[src/rtl/hbl_pkg.sv]
`timescale 1ns/1ps
package hbl_pkg;
  typedef enum logic [1:0] {
    M_BRAKE_LO = 2'b00,
    M_CCW      = 2'b01,
    M_CW       = 2'b10,
    M_BRAKE_HI = 2'b11
  } drive_mode_t;

  localparam int NUM_LEGS = 2;

  // leg 0 (A) follows mode bit 1, leg 1 (B) follows mode bit 0
  function automatic logic leg_high(input drive_mode_t m, input int leg);
    return (leg == 0) ? m[1] : m[0];
  endfunction
endpackage

[src/rtl/hbl_sync.sv]
`timescale 1ns/1ps
module hbl_sync #(
  parameter int W      = 1,
  parameter int STAGES = 2
) (
  input  logic         clk,
  input  logic         rst,
  input  logic [W-1:0] d,
  output logic [W-1:0] q
);
  logic [W-1:0] stg [STAGES];

  always_ff @(posedge clk) begin
    if (rst) begin
      for (int i = 0; i < STAGES; i++) stg[i] <= '0;
    end else begin
      stg[0] <= d;
      for (int i = 1; i < STAGES; i++) stg[i] <= stg[i-1];
    end
  end

  assign q = stg[STAGES-1];
endmodule

[src/rtl/hbl_dead_gap.sv]
`timescale 1ns/1ps
module hbl_dead_gap
  import hbl_pkg::*;
#(
  parameter int DEAD_CYC = 4
) (
  input  logic        clk,
  input  logic        rst,
  input  drive_mode_t mode_in,
  output drive_mode_t mode_q,
  output logic        quiet
);
  localparam int CW = (DEAD_CYC < 2) ? 1 : $clog2(DEAD_CYC + 1);
  localparam logic [CW-1:0] RELOAD = CW'(DEAD_CYC - 1);

  logic [CW-1:0] cnt_q;
  logic          change;

  assign change = (mode_in != mode_q);
  assign quiet  = change || (cnt_q != '0);

  always_ff @(posedge clk) begin
    if (rst) begin
      mode_q <= M_BRAKE_LO;
      cnt_q  <= '0;
    end else if (change) begin
      mode_q <= mode_in;
      cnt_q  <= RELOAD;
    end else if (cnt_q != '0) begin
      cnt_q  <= cnt_q - 1'b1;
    end
  end
endmodule

[src/rtl/hbl_leg_latch.sv]
`timescale 1ns/1ps
module hbl_leg_latch (
  input  logic clk,
  input  logic rst,
  input  logic dir_s,
  input  logic fault_in,
  output logic latched_q,
  output logic off_now
);
  logic dir_prev;
  logic rise;
  logic lat_nxt;

  assign rise    = dir_s & ~dir_prev;
  assign lat_nxt = fault_in | (latched_q & ~rise);
  assign off_now = lat_nxt;

  always_ff @(posedge clk) begin
    if (rst) begin
      dir_prev  <= 1'b0;
      latched_q <= 1'b0;
    end else begin
      dir_prev  <= dir_s;
      latched_q <= lat_nxt;
    end
  end
endmodule

[src/rtl/hbridge_ctrl.sv]
`timescale 1ns/1ps
module hbridge_ctrl
  import hbl_pkg::*;
#(
  parameter int DEAD_CYC    = 4,
  parameter int SYNC_STAGES = 2
) (
  input  logic clk,
  input  logic rst,
  input  logic dir_a,
  input  logic dir_b,
  input  logic pwm_in,
  input  logic en_a_pin,
  input  logic en_b_pin,
  input  logic hs_ot_a,
  input  logic ls_sat_a,
  input  logic hs_ot_b,
  input  logic ls_sat_b,
  input  logic uv_flag,
  input  logic ov_flag,
  output logic gate_hsa,
  output logic gate_lsa,
  output logic gate_hsb,
  output logic gate_lsb,
  output logic diag_a_n,
  output logic diag_a_oe,
  output logic diag_b_n,
  output logic diag_b_oe
);
  localparam int SW = 2 * NUM_LEGS + 1;

  logic [SW-1:0]       raw_in, syn;
  logic [NUM_LEGS-1:0] dir_s, en_s, fault_in, lat_q, off_now;
  logic [NUM_LEGS-1:0] hs_d, ls_d, hs_q, ls_q;
  logic                pwm_s, quiet, allow;
  drive_mode_t         mode_s, mode_q;

  assign raw_in = {en_b_pin, en_a_pin, pwm_in, dir_b, dir_a};

  hbl_sync #(.W(SW), .STAGES(SYNC_STAGES)) u_sync (
    .clk(clk), .rst(rst), .d(raw_in), .q(syn)
  );

  assign dir_s = syn[1:0];
  assign pwm_s = syn[2];
  assign en_s  = syn[4:3];

  assign mode_s = drive_mode_t'({dir_s[0], dir_s[1]});

  hbl_dead_gap #(.DEAD_CYC(DEAD_CYC)) u_gap (
    .clk(clk), .rst(rst), .mode_in(mode_s), .mode_q(mode_q), .quiet(quiet)
  );

  assign fault_in = {hs_ot_b | ls_sat_b, hs_ot_a | ls_sat_a};
  assign allow    = ~quiet & ~uv_flag & ~ov_flag;

  for (genvar g = 0; g < NUM_LEGS; g++) begin : g_leg
    logic leg_ok;
    logic hi;

    hbl_leg_latch u_latch (
      .clk(clk), .rst(rst), .dir_s(dir_s[g]), .fault_in(fault_in[g]),
      .latched_q(lat_q[g]), .off_now(off_now[g])
    );

    assign leg_ok  = en_s[g] & ~off_now[g];
    assign hi      = leg_high(mode_q, g);
    assign hs_d[g] = allow & leg_ok & hi;
    assign ls_d[g] = allow & leg_ok & ~hi & pwm_s;
  end

  always_ff @(posedge clk) begin
    if (rst) begin
      hs_q <= '0;
      ls_q <= '0;
    end else begin
      hs_q <= hs_d;
      ls_q <= ls_d;
    end
  end

  assign gate_hsa  = hs_q[0];
  assign gate_lsa  = ls_q[0];
  assign gate_hsb  = hs_q[1];
  assign gate_lsb  = ls_q[1];
  assign diag_a_oe = lat_q[0];
  assign diag_a_n  = ~lat_q[0];
  assign diag_b_oe = lat_q[1];
  assign diag_b_n  = ~lat_q[1];
endmodule

[config.mk]
export PLATFORM = sky130hd
export DESIGN_NAME = hbridge_ctrl
export DESIGN_NICKNAME = d
export VERILOG_FILES = /design/src/rtl/hbl_pkg.sv /design/src/rtl/hbl_sync.sv /design/src/rtl/hbl_dead_gap.sv /design/src/rtl/hbl_leg_latch.sv /design/src/rtl/hbridge_ctrl.sv
export SDC_FILE = /design/constraint.sdc
export NUM_CORES = 1
export LEC_CHECK = 0
export ABC_AREA = 1
export CORE_UTILIZATION = 46
export CTS_CLUSTER_SIZE = 10
export DETAILED_ROUTE_END_ITERATION = 12
export GPL_TIMING_DRIVEN = 0
export PLACE_DENSITY = 0.73
export SYNTH_ARGS = -nofsm -noshare
export SYNTH_HDL_FRONTEND = slang
export SYNTH_SLANG_ARGS = --single-unit
[constraint.sdc]
create_clock -name clk -period 1.54 [get_ports clk]
set_clock_uncertainty 0.2 [all_clocks]
set_input_delay 0.154 -clock clk [delete_from_list [all_inputs] [get_ports clk]]
set_output_delay 0.154 -clock clk [all_outputs]
set_load 0.02 [all_outputs]
==> results of run 1 <==
per-stage QoR:
step	area [um^2]	utilization	hold slack (ns)	power (mW)	instances
2_1_floorplan	820.8	-	0.06097	0.8564	101
3_3_place_gp	1051	0.6593	0.1888	0.9202	145
3_5_place_dp	1051	0.6593	0.1962	0.9318	145
4_1_cts	1069	0.6703	0.1464	1.187	149
5_1_grt	1069	0.6703	0.1371	1.247	149
6_report	1069	0.6703	0.1539	1.171	149
layout make-up:
| cell class | count | area [um^2] | share of cell area |
|---|---|---|---|
| multi-input combinational | 52 | 260.3 | 0.2436 |
| tap | 24 | 30.03 | 0.02810 |
| sequential | 23 | 460.4 | 0.4309 |
| clock buffer | 3 | 22.52 | 0.02108 |
| inverter | 24 | 90.09 | 0.08431 |
| buffer | 2 | 10.01 | 0.009368 |
| timing repair buffer | 20 | 190.2 | 0.1780 |
| clock inverter | 1 | 5.005 | 0.004684 |
where the power goes:
group	switching, mW	total (mW)	internal (mW)
Combinational	0.131	0.251	0.120
Sequential	0.0189	0.658	0.639
Clock	0.166	0.262	0.0967
per-layer routing:
| metal | up-vias | wire length, um | GRT usage |
|---|---|---|---|
| met5 | - | 0 | 0 |
| met4 | 0 | 9 | 0.09091 |
| met3 | 2 | 53 | 0.03673 |
| met2 | 15 | 551 | 0.2412 |
| met1 | 263 | 526 | 0.1380 |
| li1 | 341 | - | - |
placed cells by master (no fill, tap or decap):
cell / n
dfxtp_1: 23
inv_1: 22
nor2_1: 17
nand2_1: 14
clkdlybuf4s50_1: 12
dlygate4sd2_1: 8
nor3_1: 5
a21oi_1: 4
nand3_1: 3
clkbuf_4: 3
buf_2: 2
xnor2_1: 2
inv_2: 2
ha_1: 2
nand2_4: 1
xor2_1: 1
nor2_2: 1
nand3_2: 1
o21ai_0: 1
clkinv_2: 1
logic make-up (layout without fill, tap and decap cells):
logic type / Yosys count / after routing / share of synthesized area
xor gates and xnor gates: 3 / 3 / 0.03202
DFF: 23 / 23 / 0.5610
and+or+nand+nor: 42 / 42 / 0.2241
AOI/OAI and AO/OA: 5 / 5 / 0.03048
adders and majority gates: 2 / 2 / 0.03048
buffers and inverters: 26 / 50 / 0.1220
repair_timing:
item	4_1_cts	5_1_grt
gates resized for setup	8	0
hold endpoints to repair	0	0
setup endpoints to repair	8	0
worst max-delay path by stage:
| stage | from | to | slack (ns) | cells past startpoint |
|---|---|---|---|---|
| after global routing | u_gap.cnt_q[0]$_SDFFE_PP0P_ | hs_q[0]$_SDFF_PP0_ | 0.05 | 6 |
| after detailed placement | rst | u_sync.stg[0][3]$_SDFF_PP0_ | 0.05 | 4 |
| final | g_leg[1].u_latch.latched_q$_SDFF_PP0_ | diag_b_n | 0.17 | 2 |
| after CTS | g_leg[1].u_latch.latched_q$_SDFF_PP0_ | diag_b_n | 0.16 | 2 |
| after global placement | rst | u_sync.stg[0][3]$_SDFF_PP0_ | 0.06 | 4 |
| after floorplan | u_gap.cnt_q[0]$_SDFFE_PP0P_ | ls_q[1]$_SDFF_PP0_ | 0.32 | 6 |
flip-flops by register name (all words and copies together) (netlist names):
name	count
g_leg.u_latch.dir_prev	2
g_leg.u_latch.latched_q	2
hs_q	2
ls_q	2
u_gap.cnt_q	3
u_gap.mode_q	2
u_sync.stg	10
worst register-to-register path, cell delays in order, from the launching register on:
cell and delay [ns]:
dfxtp_1 0.31, inv_1 0.10, ha_1 0.20, nand2_4 0.08
nor2_2 0.13, nand3_2 0.11, nor3_1 0.15
==> results.json, run 1 <==
{
  "status": "finished, final reports clean",
  "cts_tree": "yes",
  "io_pins": 21,
  "critical_path_class": "flop to output pin",
  "place_congestion": 0.6922,
  "fmax_mhz": 732.2,
  "grt_max_degree": 14,
  "crit_buf_inv": 2,
  "rows": 14,
  "synth_edf_count": 0,
  "yosys-top-cells-count": "dfxtp_1 (23), inv_1 (22), nor2_1 (17)",
  "finalHoldViolCount": 0,
  "grt_first_pass_wirelength_mm": 1.911,
  "crit_slowest_cell": "dfxtp_1",
  "startpoint_type": "flop",
  "drv_cap": 0,
  "hold_buffers": 0,
  "vias": 621,
  "dieArea_mm2": 0.001957,
  "cts_sinks": 23,
  "netlist_top_cells_area": "dfxtp_1 (56%), inv_1 (10%), nor2_1 (7.8%)",
  "clk_latency_ns": 0.30,
  "crit_chain": "inv_1 -> dlygate4sd2_1",
  "crit_fanout": 3,
  "worstMarginPinSlew_ns": 0.2127,
  "numPortBuffers": 20,
  "leakage_nw": 0.5032,
  "ys_seq_area_frac": 0.5610,
  "viasPerCell": 4.168,
  "grt-ovfl-total": 0,
  "ff2ff_setup_slack_ns": 0.19,
  "rsz0062_at_grt": "false",
  "synth_top_area_share": 0.5610,
  "ys_ff_latch": 23,
  "synth_top_area_cell": "dfxtp_1",
  "h-tree-depth": 1,
  "grtUsageTotal": 0.1360,
  "syn_nets": 116,
  "dr.pass1.iters": 6,
  "diodes": 0,
  "required_ns": 1.19,
  "r2r_end": "ls_q[0]$_SDFF_PP0_",
  "cts_made_buffers": 3,
  "finalCritPeriodShare": 0.8869,
  "powerDensity_mw_per_mm2": 1095,
  "post_cts_buffers": 0,
  "syn_area_um2": 820.8,
  "antenna_left": 0,
  "ys_warn_count": 0,
  "drc": 0,
  "synth.avg_cell_area_um2": 8.127,
  "finalSetupTns_ns": 0,
  "min_from": "pwm_in",
  "clockBufferDepth": 2,
  "crit_path_max_incr_delay_ns": 0.36,
  "grt_pass1_vias": 532,
  "whs_path_depth": 3,
  "synth.most_common_cell": "dfxtp_1",
  "hold-path-endpoint": "u_sync.stg[0][2]$_SDFF_PP0_",
  "holdCritPathClass": "input pin to flop",
  "fin_nets": 141,
  "peakVddDrop_uv": 717.3,
  "setup_viol": 0,
  "die_width_um": 44.24,
  "reg2reg_from": "u_gap.cnt_q[0]$_SDFFE_PP0P_",
  "drive_gt1_frac": 0.08800,
  "relSlewSlack": 0.8572,
  "antenna_found_initial": 0,
  "hpwl_um": 922.2,
  "start_util": 0.5149,
  "synth_cell_types": 16,
  "cp.arrival_ns": 1.01,
  "clkTransAtPathRegs_ns": 0.12,
  "fillers": 149,
  "fin_ws_ns": 0.1742,
  "core_mm2": 0.001594,
  "worstRegToRegCells": 6,
  "slew_viol_final": 0,
  "syn_to_final_growth_pct": 30.18,
  "cts_root_buf": "clkbuf_4",
  "min_period_ns": 1.366,
  "place_ws_ns": 0.04968,
  "wl_mm": 1.141,
  "synth-main-ff-cell": "dfxtp_1",
  "synthCells": 101,
  "drtIter0Drc": 9,
  "cp-end-kind": "output pin",
  "wl_per_cell_um": 7.658,
  "synth_async_sr_flop_share": 0,
  "dieHeight_um": 44.24,
  "crit_family": "flip-flops"
}
No activity file was read; power rests on OpenSTA's default activity.
==> inputs of run 2 (changes only) <==
Settings changed: MAX_ROUTING_LAYER from default to met4, SKIP_LAST_GASP from default to 1.
==> results.json, run 2 (synthesized netlist as in run 1, its figures left out) <==
{
  "cts_tree": "yes",
  "wl_per_cell_um": 7.611,
  "clkTransAtPathRegs_ns": 0.12,
  "slew_viol_final": 0,
  "antenna_found_initial": 0,
  "io_pins": 21,
  "drtIter0Drc": 9,
  "crit_fanout": 3,
  "dieHeight_um": 44.24,
  "min_period_ns": 1.363,
  "layout_commonest_cell": "dfxtp_1",
  "crit_slowest_cell": "dfxtp_1",
  "drive_gt1_frac": 0.08800,
  "setup_viol": 0,
  "hold_buffers": 0,
  "worstRegToRegCells": 6,
  "reg_top3": "u_sync.stg x10, u_gap.cnt_q x3",
  "viasPerCell": 4.128,
  "placed_area_mm2": 0.001051,
  "met1_usage": 0.1380,
  "grt-ovfl-total": 0,
  "vias": 615,
  "clockBufferDepth": 2,
  "place_congestion": 0.6996,
  "finalPower_mw": 1.170,
  "cts_sinks": 23,
  "whs_path_depth": 3,
  "die_width_um": 44.24,
  "dieArea_mm2": 0.001957,
  "relSlewSlack": 0.8572,
  "postLayoutCellArea_mm2": 0.001069,
  "hpwl_um": 922.2,
  "finalCritPeriodShare": 0.8852,
  "grt_pass1_vias": 532,
  "cts-resized-gates": 8,
  "crit_buf_inv": 2,
  "cp-end-kind": "output pin",
  "fmax_mhz": 733.6,
  "numPortBuffers": 20,
  "crit_path_max_incr_delay_ns": 0.36,
  "syn_to_final_growth_pct": 30.18,
  "antenna_left": 0,
  "post_cts_buffers": 0,
  "worstMarginPinSlew_ns": 0.2127,
  "clk_latency_ns": 0.30,
  "grt_first_pass_wirelength_mm": 1.904,
  "core_mm2": 0.001594,
  "multi_input_area_um2": 260.3,
  "drc": 0,
  "grt_max_degree": 14,
  "drv_cap": 0,
  "status": "finished, final reports clean",
  "holdCritPathClass": "input pin to flop",
  "rows": 14,
  "start_util": 0.5149,
  "finalSetupTns_ns": 0,
  "cts_made_buffers": 3,
  "mostFrequentLayoutCells": "dfxtp_1 (23), inv_1 (22), nor2_1 (17), nand2_1 (14), clkdlybuf4s50_1 (12)",
  "fillers": 149,
  "regArea_um2": 460.4,
  "crit_family": "flip-flops",
  "h-tree-depth": 1,
  "grtUsageMet3": 0.03673,
  "cts_root_buf": "clkbuf_4",
  "peakVddDrop_uv": 717.4,
  "leakage_nw": 0.5032,
  "largest_register_ffs": 10,
  "powerDensity_mw_per_mm2": 1095,
  "cp.arrival_ns": 1.01,
  "fin_nets": 141,
  "diodes": 0,
  "dr.pass1.iters": 6,
  "grt_use_met2": 0.2412,
  "required_ns": 1.19,
  "critical_path_class": "flop to output pin",
  "cp.depth": 2,
  "regMostFlops": "u_sync.stg",
  "rsz0062_at_grt": "false",
  "wl_mm": 1.134,
  "grtUsageTotal": 0.1402,
  "startpoint_type": "flop",
  "finalHoldViolCount": 0,
  "busiest_layer": "met2",
  "crit_chain": "inv_1 -> dlygate4sd2_1"
}
-- run 2: final cells by class --
type	count	share of cell area
inverter	24	0.08431
timing repair buffer	20	0.1780
clock buffer	3	0.02108
buffer	2	0.009368
tap	24	0.02810
clock inverter	1	0.004684
sequential	23	0.4309
multi-input combinational	52	0.2436
-- run 2: path summary, 6_finish.rpt --
kind | slack, ns | from | to
hold reg to reg | 0.21 | u_sync.stg[0][3]$_SDFF_PP0_ | u_sync.stg[0][8]$_SDFF_PP0_
setup / recovery | 0.18 | g_leg[1].u_latch.latched_q$_SDFF_PP0_ | diag_b_n
hold / removal | 0.16 | pwm_in | u_sync.stg[0][2]$_SDFF_PP0_
setup reg to reg | 0.19 | u_gap.cnt_q[0]$_SDFFE_PP0P_ | ls_q[0]$_SDFF_PP0_
-- run 2: metal layers --
| layer | routed length [um] | vias to the layer above |
|---|---|---|
| li1 | - | 341 |
| met1 | 522 | 259 |
| met2 | 553 | 13 |
| met3 | 50 | 2 |
| met4 | 8 | 0 |
| met5 | 0 | - |
-- run 2: worst min-delay path, stage by stage --
cell             delay (ns)
clkdlybuf4s50_1        0.39
inv_1                  0.05
nor2_1                 0.03
-- run 2: report_power, final --
group,internal [mW],switching (mW),total (mW)
clock network,0.0966,0.165,0.261
logic,0.120,0.131,0.251
registers,0.639,0.0189,0.657
-- run 2: stage by stage --
stage / cells / utilization / worst slack, ns / hold slack (ns)
global placement: 145 / 0.6593 / 0.05528 / 0.1888
global route: 149 / 0.6703 / 0.05296 / 0.1371
detailed placement: 145 / 0.6593 / 0.04968 / 0.1962
CTS: 149 / 0.6703 / 0.1645 / 0.1464
floorplan: 101 / - / 0.3156 / 0.06097
finish: 149 / 0.6703 / 0.1768 / 0.1553
